--- config.mk ---
export PLATFORM = sky130hd
export DESIGN_NAME = flash_cmd_seq
export DESIGN_NICKNAME = d
export VERILOG_FILES = /design/src/rtl/flash_seq_pkg.sv /design/src/rtl/fcs_cmd_decode.sv /design/src/rtl/fcs_op_timer.sv /design/src/rtl/fcs_status_read.sv /design/src/rtl/flash_cmd_seq.sv
export SDC_FILE = /design/constraint.sdc
export NUM_CORES = 1
export LEC_CHECK = 0
export BUFFER_PORTS_ARGS = -buffer_cell sky130_fd_sc_hd__buf_2
export CAP_MARGIN = 40
export CORE_UTILIZATION = 52
export CTS_CLUSTER_SIZE = 20
export DETAILED_ROUTE_END_ITERATION = 10
export PLACE_DENSITY = 0.76
export SETUP_SLACK_MARGIN = 0.02
export SLEW_MARGIN = 20
export SYNTH_ARGS = -nofsm -noshare
export SYNTH_HDL_FRONTEND = slang
export SYNTH_SLANG_ARGS = --single-unit
--- constraint.sdc ---
create_clock -name clk -period 2.91 [get_ports clk]
set_input_delay 0.1455 -clock clk [delete_from_list [all_inputs] [get_ports clk]]
set_output_delay 0.1455 -clock clk [all_outputs]
set_load 0.005 [all_outputs]
--- src/rtl/flash_seq_pkg.sv ---
package flash_seq_pkg;
  localparam int DATA_W = 8;

  typedef enum logic [1:0] {
    OPK_PROG = 2'd0,
    OPK_SECT = 2'd1,
    OPK_BLK  = 2'd2,
    OPK_CHIP = 2'd3
  } op_kind_t;

  typedef enum logic [2:0] {
    SQ_IDLE,
    SQ_UNL1,
    SQ_UNL2,
    SQ_PROG,
    SQ_ERS3,
    SQ_ERS4,
    SQ_ERS5
  } seq_state_t;

  localparam logic [7:0] CODE_UNL_A   = 8'hAA;
  localparam logic [7:0] CODE_UNL_B   = 8'h55;
  localparam logic [7:0] CODE_PROG    = 8'hA0;
  localparam logic [7:0] CODE_ERSETUP = 8'h80;
  localparam logic [7:0] CODE_SECT    = 8'h30;
  localparam logic [7:0] CODE_BLK     = 8'h50;
  localparam logic [7:0] CODE_CHIP    = 8'h10;

  localparam logic [15:0] ADR_UNL_A = 16'h5555;
  localparam logic [15:0] ADR_UNL_B = 16'h2AAA;
endpackage

--- src/rtl/fcs_cmd_decode.sv ---
module fcs_cmd_decode
  import flash_seq_pkg::*;
#(
  parameter int ADDR_W   = 19,
  parameter int UNLOCK_W = 15,
  parameter int SECT_W   = 12,
  parameter int BLK_W    = 16
) (
  input  logic                clk,
  input  logic                rst,
  input  logic                wr_en,
  input  logic [ADDR_W-1:0]   wr_addr,
  input  logic [DATA_W-1:0]   wr_data,
  input  logic                busy,
  output logic                launch,
  output op_kind_t            launch_kind,
  output logic                launch_bit7,
  output logic                op_req,
  output op_kind_t            op_kind,
  output logic [ADDR_W-1:0]   op_lo,
  output logic [ADDR_W-1:0]   op_hi,
  output logic [DATA_W-1:0]   op_data
);
  localparam logic [ADDR_W-1:0] SECT_MASK = ADDR_W'((64'd1 << SECT_W) - 64'd1);
  localparam logic [ADDR_W-1:0] BLK_MASK  = ADDR_W'((64'd1 << BLK_W) - 64'd1);

  seq_state_t state, nxt;
  logic hit_a, hit_b;
  logic [ADDR_W-1:0] lo_c, hi_c;

  assign hit_a = (wr_addr[UNLOCK_W-1:0] == ADR_UNL_A[UNLOCK_W-1:0]);
  assign hit_b = (wr_addr[UNLOCK_W-1:0] == ADR_UNL_B[UNLOCK_W-1:0]);

  always_comb begin
    nxt         = state;
    launch      = 1'b0;
    launch_kind = OPK_PROG;
    if (busy) begin
      nxt = SQ_IDLE;
    end else if (wr_en) begin
      unique case (state)
        SQ_IDLE: nxt = (wr_data == CODE_UNL_A && hit_a) ? SQ_UNL1 : SQ_IDLE;
        SQ_UNL1: nxt = (wr_data == CODE_UNL_B && hit_b) ? SQ_UNL2 : SQ_IDLE;
        SQ_UNL2: begin
          if (wr_data == CODE_PROG && hit_a)         nxt = SQ_PROG;
          else if (wr_data == CODE_ERSETUP && hit_a) nxt = SQ_ERS3;
          else                                       nxt = SQ_IDLE;
        end
        SQ_PROG: begin
          launch      = 1'b1;
          launch_kind = OPK_PROG;
          nxt         = SQ_IDLE;
        end
        SQ_ERS3: nxt = (wr_data == CODE_UNL_A && hit_a) ? SQ_ERS4 : SQ_IDLE;
        SQ_ERS4: nxt = (wr_data == CODE_UNL_B && hit_b) ? SQ_ERS5 : SQ_IDLE;
        SQ_ERS5: begin
          nxt = SQ_IDLE;
          if (wr_data == CODE_SECT) begin
            launch = 1'b1; launch_kind = OPK_SECT;
          end else if (wr_data == CODE_BLK) begin
            launch = 1'b1; launch_kind = OPK_BLK;
          end else if (wr_data == CODE_CHIP && hit_a) begin
            launch = 1'b1; launch_kind = OPK_CHIP;
          end
        end
        default: nxt = SQ_IDLE;
      endcase
    end
  end

  always_comb begin
    unique case (launch_kind)
      OPK_SECT: begin lo_c = wr_addr & ~SECT_MASK; hi_c = wr_addr | SECT_MASK; end
      OPK_BLK:  begin lo_c = wr_addr & ~BLK_MASK;  hi_c = wr_addr | BLK_MASK;  end
      OPK_CHIP: begin lo_c = '0;                   hi_c = '1;                  end
      default:  begin lo_c = wr_addr;              hi_c = wr_addr;             end
    endcase
  end

  assign launch_bit7 = (launch_kind == OPK_PROG) ? wr_data[7] : 1'b1;

  always_ff @(posedge clk) begin
    if (rst) begin
      state   <= SQ_IDLE;
      op_req  <= 1'b0;
      op_kind <= OPK_PROG;
      op_lo   <= '0;
      op_hi   <= '0;
      op_data <= '0;
    end else begin
      state  <= nxt;
      op_req <= launch;
      if (launch) begin
        op_kind <= launch_kind;
        op_lo   <= lo_c;
        op_hi   <= hi_c;
        op_data <= (launch_kind == OPK_PROG) ? wr_data : 8'hFF;
      end
    end
  end

  // A launch may only come from a cycle in which no operation was running.
  assert_no_launch_while_busy_R8: assert property (@(posedge clk) disable iff (rst)
    op_req |-> !$past(busy))
    else $error("launch accepted while busy");

  assert_req_single_cycle_R7: assert property (@(posedge clk) disable iff (rst)
    op_req |=> !op_req)
    else $error("request longer than one cycle");

  assert_range_ordered_R3: assert property (@(posedge clk) disable iff (rst)
    op_req |-> (op_lo <= op_hi))
    else $error("target range reversed");
endmodule

--- src/rtl/fcs_op_timer.sv ---
module fcs_op_timer
  import flash_seq_pkg::*;
#(
  parameter int PROG_CYC = 20,
  parameter int SECT_CYC = 200,
  parameter int BLK_CYC  = 400,
  parameter int CHIP_CYC = 800,
  parameter int CNT_W    = 10
) (
  input  logic     clk,
  input  logic     rst,
  input  logic     start,
  input  op_kind_t kind,
  output logic     busy
);
  logic [CNT_W-1:0] cnt, dur;

  always_comb begin
    unique case (kind)
      OPK_SECT: dur = CNT_W'(SECT_CYC - 1);
      OPK_BLK:  dur = CNT_W'(BLK_CYC - 1);
      OPK_CHIP: dur = CNT_W'(CHIP_CYC - 1);
      default:  dur = CNT_W'(PROG_CYC - 1);
    endcase
  end

  always_ff @(posedge clk) begin
    if (rst) begin
      busy <= 1'b0;
      cnt  <= '0;
    end else if (start && !busy) begin
      busy <= 1'b1;
      cnt  <= dur;
    end else if (busy) begin
      if (cnt == '0) busy <= 1'b0;
      else           cnt  <= cnt - 1'b1;
    end
  end

  assert_busy_needs_start_R7: assert property (@(posedge clk) disable iff (rst)
    $rose(busy) |-> $past(start))
    else $error("busy rose without launch");

  assert_count_steps_R7: assert property (@(posedge clk) disable iff (rst)
    (busy && $past(busy)) |-> (cnt == CNT_W'($past(cnt) - 1'b1)))
    else $error("counter skipped");

  assert_end_at_zero_R7: assert property (@(posedge clk) disable iff (rst)
    $fell(busy) |-> ($past(cnt) == '0 || $past(rst)))
    else $error("busy ended early");
endmodule

--- src/rtl/fcs_status_read.sv ---
module fcs_status_read
  import flash_seq_pkg::*;
(
  input  logic              clk,
  input  logic              rst,
  input  logic              start,
  input  logic              start_bit7,
  input  logic              busy,
  input  logic              rd_en,
  input  logic [DATA_W-1:0] arr_rdata,
  output logic              rd_valid,
  output logic [DATA_W-1:0] rd_data
);
  logic tog, exp7;

  always_ff @(posedge clk) begin
    if (rst) begin
      rd_valid <= 1'b0;
      rd_data  <= '0;
      tog      <= 1'b0;
      exp7     <= 1'b0;
    end else begin
      rd_valid <= rd_en;
      if (start) begin
        exp7 <= start_bit7;
        tog  <= 1'b0;
      end
      if (rd_en) begin
        if (busy) begin
          rd_data <= {~exp7, tog, 6'b0};
          tog     <= ~tog;
        end else begin
          rd_data <= arr_rdata;
        end
      end
    end
  end

  assert_status_low_bits_R10: assert property (@(posedge clk) disable iff (rst)
    (rd_valid && $past(busy)) |-> (rd_data[5:0] == 6'b0))
    else $error("status low bits not clear");

  assert_idle_passthru_R9: assert property (@(posedge clk) disable iff (rst)
    (rd_valid && !$past(busy)) |-> (rd_data == $past(arr_rdata)))
    else $error("idle read not array data");
endmodule

--- src/rtl/flash_cmd_seq.sv ---
module flash_cmd_seq
  import flash_seq_pkg::*;
#(
  parameter int ADDR_W   = 19,
  parameter int UNLOCK_W = 15,
  parameter int SECT_W   = 12,
  parameter int BLK_W    = 16,
  parameter int PROG_CYC = 20,
  parameter int SECT_CYC = 200,
  parameter int BLK_CYC  = 400,
  parameter int CHIP_CYC = 800
) (
  input  logic              clk,
  input  logic              rst,
  input  logic              wr_en,
  input  logic [ADDR_W-1:0] wr_addr,
  input  logic [7:0]        wr_data,
  input  logic              rd_en,
  input  logic [7:0]        arr_rdata,
  output logic              rd_valid,
  output logic [7:0]        rd_data,
  output logic              op_req,
  output logic [1:0]        op_kind,
  output logic [ADDR_W-1:0] op_lo,
  output logic [ADDR_W-1:0] op_hi,
  output logic [7:0]        op_data,
  output logic              busy
);
  localparam int MAX_A   = (PROG_CYC > SECT_CYC) ? PROG_CYC : SECT_CYC;
  localparam int MAX_B   = (BLK_CYC > CHIP_CYC) ? BLK_CYC : CHIP_CYC;
  localparam int MAX_CYC = (MAX_A > MAX_B) ? MAX_A : MAX_B;
  localparam int CNT_W   = $clog2(MAX_CYC + 1);

  logic     launch, launch_bit7;
  op_kind_t launch_kind, kind_q;

  fcs_cmd_decode #(
    .ADDR_W(ADDR_W), .UNLOCK_W(UNLOCK_W), .SECT_W(SECT_W), .BLK_W(BLK_W)
  ) u_dec (
    .clk(clk), .rst(rst), .wr_en(wr_en), .wr_addr(wr_addr), .wr_data(wr_data),
    .busy(busy), .launch(launch), .launch_kind(launch_kind),
    .launch_bit7(launch_bit7), .op_req(op_req), .op_kind(kind_q),
    .op_lo(op_lo), .op_hi(op_hi), .op_data(op_data)
  );

  fcs_op_timer #(
    .PROG_CYC(PROG_CYC), .SECT_CYC(SECT_CYC), .BLK_CYC(BLK_CYC),
    .CHIP_CYC(CHIP_CYC), .CNT_W(CNT_W)
  ) u_tmr (
    .clk(clk), .rst(rst), .start(launch), .kind(launch_kind), .busy(busy)
  );

  fcs_status_read u_sts (
    .clk(clk), .rst(rst), .start(launch), .start_bit7(launch_bit7),
    .busy(busy), .rd_en(rd_en), .arr_rdata(arr_rdata),
    .rd_valid(rd_valid), .rd_data(rd_data)
  );

  assign op_kind = kind_q;

  assert_req_with_busy_R7: assert property (@(posedge clk) disable iff (rst)
    op_req |-> busy)
    else $error("request without busy");
endmodule

---- Word level (Yosys, flattened, before mapping) ----
Index checks and enable logic that the tools add are counted.
word-level totals
  logic and storage cells ................. 81
  output and inout bits ................... 59
  register bits ........................... 74
  bits of input ports ..................... 39
cells by class
  bitwise gates (word level) .............. 2
  equality and inequality tests ........... 19
  muxes and demuxes ....................... 34
  reductions and logical operators ........ 13
  add/subtract/negate cells ............... 1
operators by type and width
  operator               count
  $pmux 19 s3            2
  $mux 10                3
  $pmux 10 s3            1
  $eq 8x8->1 const B     3
  $eq 8x7->1 const B     2
  $mux 8                 2
  $eq 15x14->1 const B   1
  $eq 15x15->1 const B   1
  $pmux 3 s5             1
  $mux 2                 7
  $mux 1                 13
  $mux 3                 4
  $logic_not 10->1       1
  $sub 10x1->10 const B  1
  $eq 3x3->1 const B     3
  $eq 8x5->1 const B     1
  $eq 8x6->1 const B     1
  $eq 3x2->1 const B     2
  $logic_and 1x1->1      6
  $eq 2x2->1 const B     2
  $eq 3x1->1 const B     1
  $logic_not 3->1        1
  $eq 2x1->1 const B     1
  $logic_not 2->1        1
  7 further kinds        8

---- Depth between registers and ports, before layout ----
  depth after elaboration ................. 11
  depth in mapped cells ................... 10
  gate-level depth less buffers ........... 10

---- Hierarchy ----
A second synthesis with hierarchy kept.
unflattened totals
  cell total of the unflattened synthesis .. 390
  area total of the unflattened synthesis .. 3422.0 um^2
modules (own cells, without submodules)
  module           cells an instance  instances  sequential area each (um^2)  area an instance (um^2)
  fcs_cmd_decode   261                1          1041.0                       2260.9
  fcs_op_timer     83                 1          220.2                        752.0
  fcs_status_read  46                 1          220.2                        409.1

---- Least setup slack after synthesis ----
No wires, ideal clock.
  kind .................................... reg2reg
  start point ............................. reg u_tmr.busy
  end point ............................... reg u_dec.op_hi[16]
  stages on the path, launching flop included .. 10
  required time ........................... 2.778 ns
  path slack .............................. 0.701 ns
  path buffers ............................ 1
  arrival ................................. 2.077 ns
  period minus slack after synthesis ...... 2.209 ns
  library setup time ...................... 0.132 ns
  cell sequence ........................... dfxtp_1 > clkbuf_8 > nor2_1 > nand4_1 > a211o_1 > ha_1 > or3_1 > nand2_1 > a21o_1 > a21oi_1
between the ends
  cells in the longest elaborated chain, start to end .. 3
  elaborated cells on any way between the ends .. 6
  classes of those cells .................. eq/ne: 3; mux: 3
ends and longest elaborated chain
  element                                          RTL line              text
  start: declaration                               fcs_op_timer.sv:14    output logic busy
  start signal: assignment                         fcs_op_timer.sv:29    busy <= 1'b0;
  start signal: assignment                         fcs_op_timer.sv:32    busy <= 1'b1;
  start signal: assignment                         fcs_op_timer.sv:35    if (cnt == '0) busy <= 1'b0;
  $mux 2                                           fcs_cmd_decode.sv:38  if (busy) begin
  $eq 2x2->1 / $eq 2x1->1 (equally long branches)  fcs_cmd_decode.sv:72  unique case (launch_kind)
  $pmux 19 s3                                      fcs_cmd_decode.sv:72
  end signal: assignment                           fcs_cmd_decode.sv:96  op_hi <= hi_c;
  end: declaration                                 fcs_cmd_decode.sv:21  output logic [ADDR_W-1:0] op_hi,
Several ways; a longest one is shown, not always the timed one.
A chain may end at the register's enable or synchronous reset.

---- Worst setup path after layout ----
  start point ............................. reg u_dec.state[0]
  end point ............................... reg u_dec.op_hi[14]
between the ends
  cells in the longest elaborated chain, start to end .. 6
  elaborated cells on any way between the ends .. 12
  classes of those cells .................. eq/ne: 5; mux: 7
ends and longest elaborated chain
  element                                          RTL line              text
  start: declaration                               fcs_cmd_decode.sv:27  seq_state_t state, nxt;
  start signal: assignment                         fcs_cmd_decode.sv:91  state <= nxt;
  $eq 3x3->1                                       fcs_cmd_decode.sv:41  unique case (state)
  $mux 2                                           fcs_cmd_decode.sv:41
  $mux 2                                           fcs_cmd_decode.sv:40  end else if (wr_en) begin
  $mux 2                                           fcs_cmd_decode.sv:38
  $eq 2x2->1 / $eq 2x1->1 (equally long branches)  fcs_cmd_decode.sv:72
  $pmux 19 s3                                      fcs_cmd_decode.sv:72
Several ways; a longest one is shown, not always the timed one.

==> impl_metrics.toml <==
[floorplanning]
dieArea_um2 = 6840
core_um2 = 6310
rows = 29
start_util = 0.536
die_h_um = 82.7
num_io_pins = 98
die_w_um = 82.7

[power]
power_frac_seq = 0.525
clockPowerShare = 0.405
totalPowerFinal_mw = 1.94
intPower_mw = 1.47
switchingPower_uw = 475
p_leak_nw = 1.70
switching_share = 0.244
peakVddDrop_mv = 0.378
p_comb_frac = 0.070
p_per_area_nw_per_um2 = 471

[synth]
synthCells = 388
yosysTopAreaCellShare = 0.432
synth_seq_cells = 73
yosys-top-cells-count = "dfxtp_1 (73), a21oi_1 (44), nand2_1 (39)"
synth_nets = 433
ys_warn_count = 0
seq_area_frac_synth = 0.432
synthArstFlopShare = 0
synth_area_per_cell_um2 = 8.72
yosysMostFrequentCell = "dfxtp_1"
synth_cell_types = 53
synth_top_area_cell = "dfxtp_1"
synth_edf_count = 0
syn-cell-area_um2 = 3380
ys_dominant_reg_cell = "dfxtp_1"
synthTopCellsByArea = "dfxtp_1 (43%), a21oi_1 (6.5%), nor2b_1 (5.0%), nor3b_1 (4.4%), nand2_1 (4.3%)"

[setup_path]
crit_type = "flip-flop to flip-flop"
cp-start-kind = "flip-flop"
cp_max_fo = 27
end_kind = "flip-flop"
rr_endpoint = "u_dec.op_hi[14]$_SDFFE_PP0P_"
reg2reg_slack_ns = 0.49
r2r_start = "u_dec.state[0]$_SDFFE_PP0P_"
cp.arrival_ns = 2.66
reg2regPathDepth = 8
required_ns = 3.14

[clock_tree]
clock_latency_ns = 0.35
postCtsSetupRepairBufs = 0
ctsHoldBuffers = 0
clk_root_buffer_cell = "clkbuf_8"
clockBufferDepth = 2
clk_pin_slew_ns = 0.08
clock_sinks = 73
htreeDepth = 3
ctsResizeCount = 0
cts_tree = "yes"
cts_buffers = 9

[timing]
rsz0062_at_grt = "false"
worstMarginPinSlew_ns = 0.479
maxSlewHeadroom = 0.681
finalClockSkew_ns = 0.00888
finalMaxSlewViolations = 0
timing.final.crit_share = 0.832
min_period_ns = 2.42
finalSetupTns_ns = 0
finalHoldViolations = 0
max_clock_freq_mhz = 413
finalSetupViolCount = 0

[worst_hold_path]
hold_depth = 3
hold_path.startpoint = "arr_rdata[1]"
hold_path.class = "input port to flip-flop"
hold_end = "u_sts.rd_data[1]$_SDFFE_PP0P_"

[detailed_routing]
via_per_inst = 5.57
drt_first_iter_violations = 175
dr.pass1.iters = 4
drtAntennaViolNets = 0
routed_wl_um = 8070
vias = 3116
drc_errors = 0
wire_per_inst_um = 14.4

[cells_and_area]
fin_nets = 522
fin_area_um2 = 4130
fin_util = 0.654
n_antenna_cell = 0
syn_to_final_growth_pct = 22.1
drive_gt1_frac = 0.274
final.fill_count = 556

[global_routing]
grt_max_degree = 50
grt_pass1_vias = 2690
antenna_found_initial = 0
grt_pass1_wl_um = 12300
groute.usage.overall = 0.239
grt-ovfl-total = 0

[place]
gp_congestion = 0.876
port_buffers = 97
dpl_cell_area_um2 = 3910
hpwl_um = 5640

[run_status]
status = "completed"

[run]
maxCapViolCount = 0
==> cell type report <==
| cell class | count | area (um^2) | share of cell area |
|---|---|---|---|
| well taps | 77 | 96.3 | 0.0233 |
| inverters | 9 | 33.8 | 0.00818 |
| clock inverters | 6 | 67.6 | 0.0164 |
| flip-flops and latches | 73 | 1460 | 0.354 |
| clock buffers | 10 | 128 | 0.0309 |
| multi-input cells | 278 | 1770 | 0.429 |
| repair buffers | 106 | 573 | 0.139 |
==> worst max-delay path: stages (launching register included) <==
cell and delay [ns]:
dfxtp_1 0.33, nor3_1 0.33, nand4_1 0.19, a211o_1 0.38, ha_1 0.37, buf_4 0.29, o21ai_0 0.23, a21o_1 0.15
a21oi_1 0.05
==> sequential cells by signal, summed over array words and instances (netlist names) <==
register	cells
u_dec.op_lo	19
u_tmr.cnt	10
u_dec.op_req	1
u_sts.rd_data	8
u_dec.op_kind	2
u_sts.tog	1
u_tmr.busy	1
u_dec.op_hi	19
u_dec.op_data	8
u_dec.state	3
u_sts.rd_valid	1
==> layout by cell type, fill, tap and decap left out, drive strengths merged, types with 2 or more instances in the layout <==
cell,n
clkinvlp,2
nand4b,2
o21ai,10
nand3,5
clkbuf,10
nor4bb,3
ha,6
nand4,3
xnor2,4
nor4b,4
nor3b,20
nor2,25
buf,106
a21oi,44
a21o,8
a311oi,2
inv,10
or3,2
clkinv,2
and3b,2
nor3,20
o2111ai,13
a211o,2
a211oi,5
dfxtp,73
or4,2
and3,2
a21boi,4
nor2b,27
nand2,39
or2,8
mux2i,4
==> kinds of logic after synthesis <==
| group | share of synthesized area |
|---|---|
| adder cells (fa/ha/maj) | 0.0222 |
| flip-flops | 0.432 |
| multiplexers | 0.0152 |
| AO/OA/AOI/OAI | 0.183 |
| XOR/XNOR | 0.0129 |
| buffers and inverters | 0.0469 |
| AND/OR/NAND/NOR | 0.288 |
==> how the worst max path moves through the flow <==
stage / startpoint / slack, ns / endpoint / depth (start not counted)
after global placement: wr_addr[1] / 0.55 / u_dec.op_hi[16]$_SDFFE_PP0P_ / 9
after detailed placement: wr_addr[1] / 0.43 / u_dec.op_hi[14]$_SDFFE_PP0P_ / 9
final: u_dec.state[0]$_SDFFE_PP0P_ / 0.49 / u_dec.op_hi[14]$_SDFFE_PP0P_ / 8
after global routing: u_dec.state[0]$_SDFFE_PP0P_ / 0.22 / u_dec.op_lo[12]$_SDFFE_PP0P_ / 8
after floorplan: u_tmr.busy$_SDFF_PP0_ / 0.70 / u_dec.op_hi[16]$_SDFFE_PP0P_ / 9
after CTS: u_dec.state[0]$_SDFFE_PP0P_ / 0.49 / u_dec.op_hi[14]$_SDFFE_PP0P_ / 8
==> routing by layer <==
metal,vias to the layer above,routed length (um),GRT usage
met5,-,0,0
met4,0,68,0.0724
met3,8,485,0.0780
met2,102,3640,0.362
met1,1457,3880,0.320
li1,1549,-,-
==> through the flow <==
step	worst slack, ns	cells	hold WS, ns
after detailed placement	0.434	542	0.384
final	0.488	559	0.0216
after floorplan	0.701	388	0.235
after global placement	0.546	542	0.372
after CTS	0.494	558	0.0149
after global routing	0.223	559	0.0407
==> power groups by stage <==
stage                     Combinational [mW]  Clock (mW)  Sequential, mW
after floorplan                       0.0638           0            1.04
after global placement                 0.129           0            1.04
after detailed placement               0.131           0            1.04
after CTS                              0.131       0.802            1.02
after global routing                   0.150       0.853            1.02
final                                  0.136       0.788            1.02
Power figures use the tool's default switching activity.
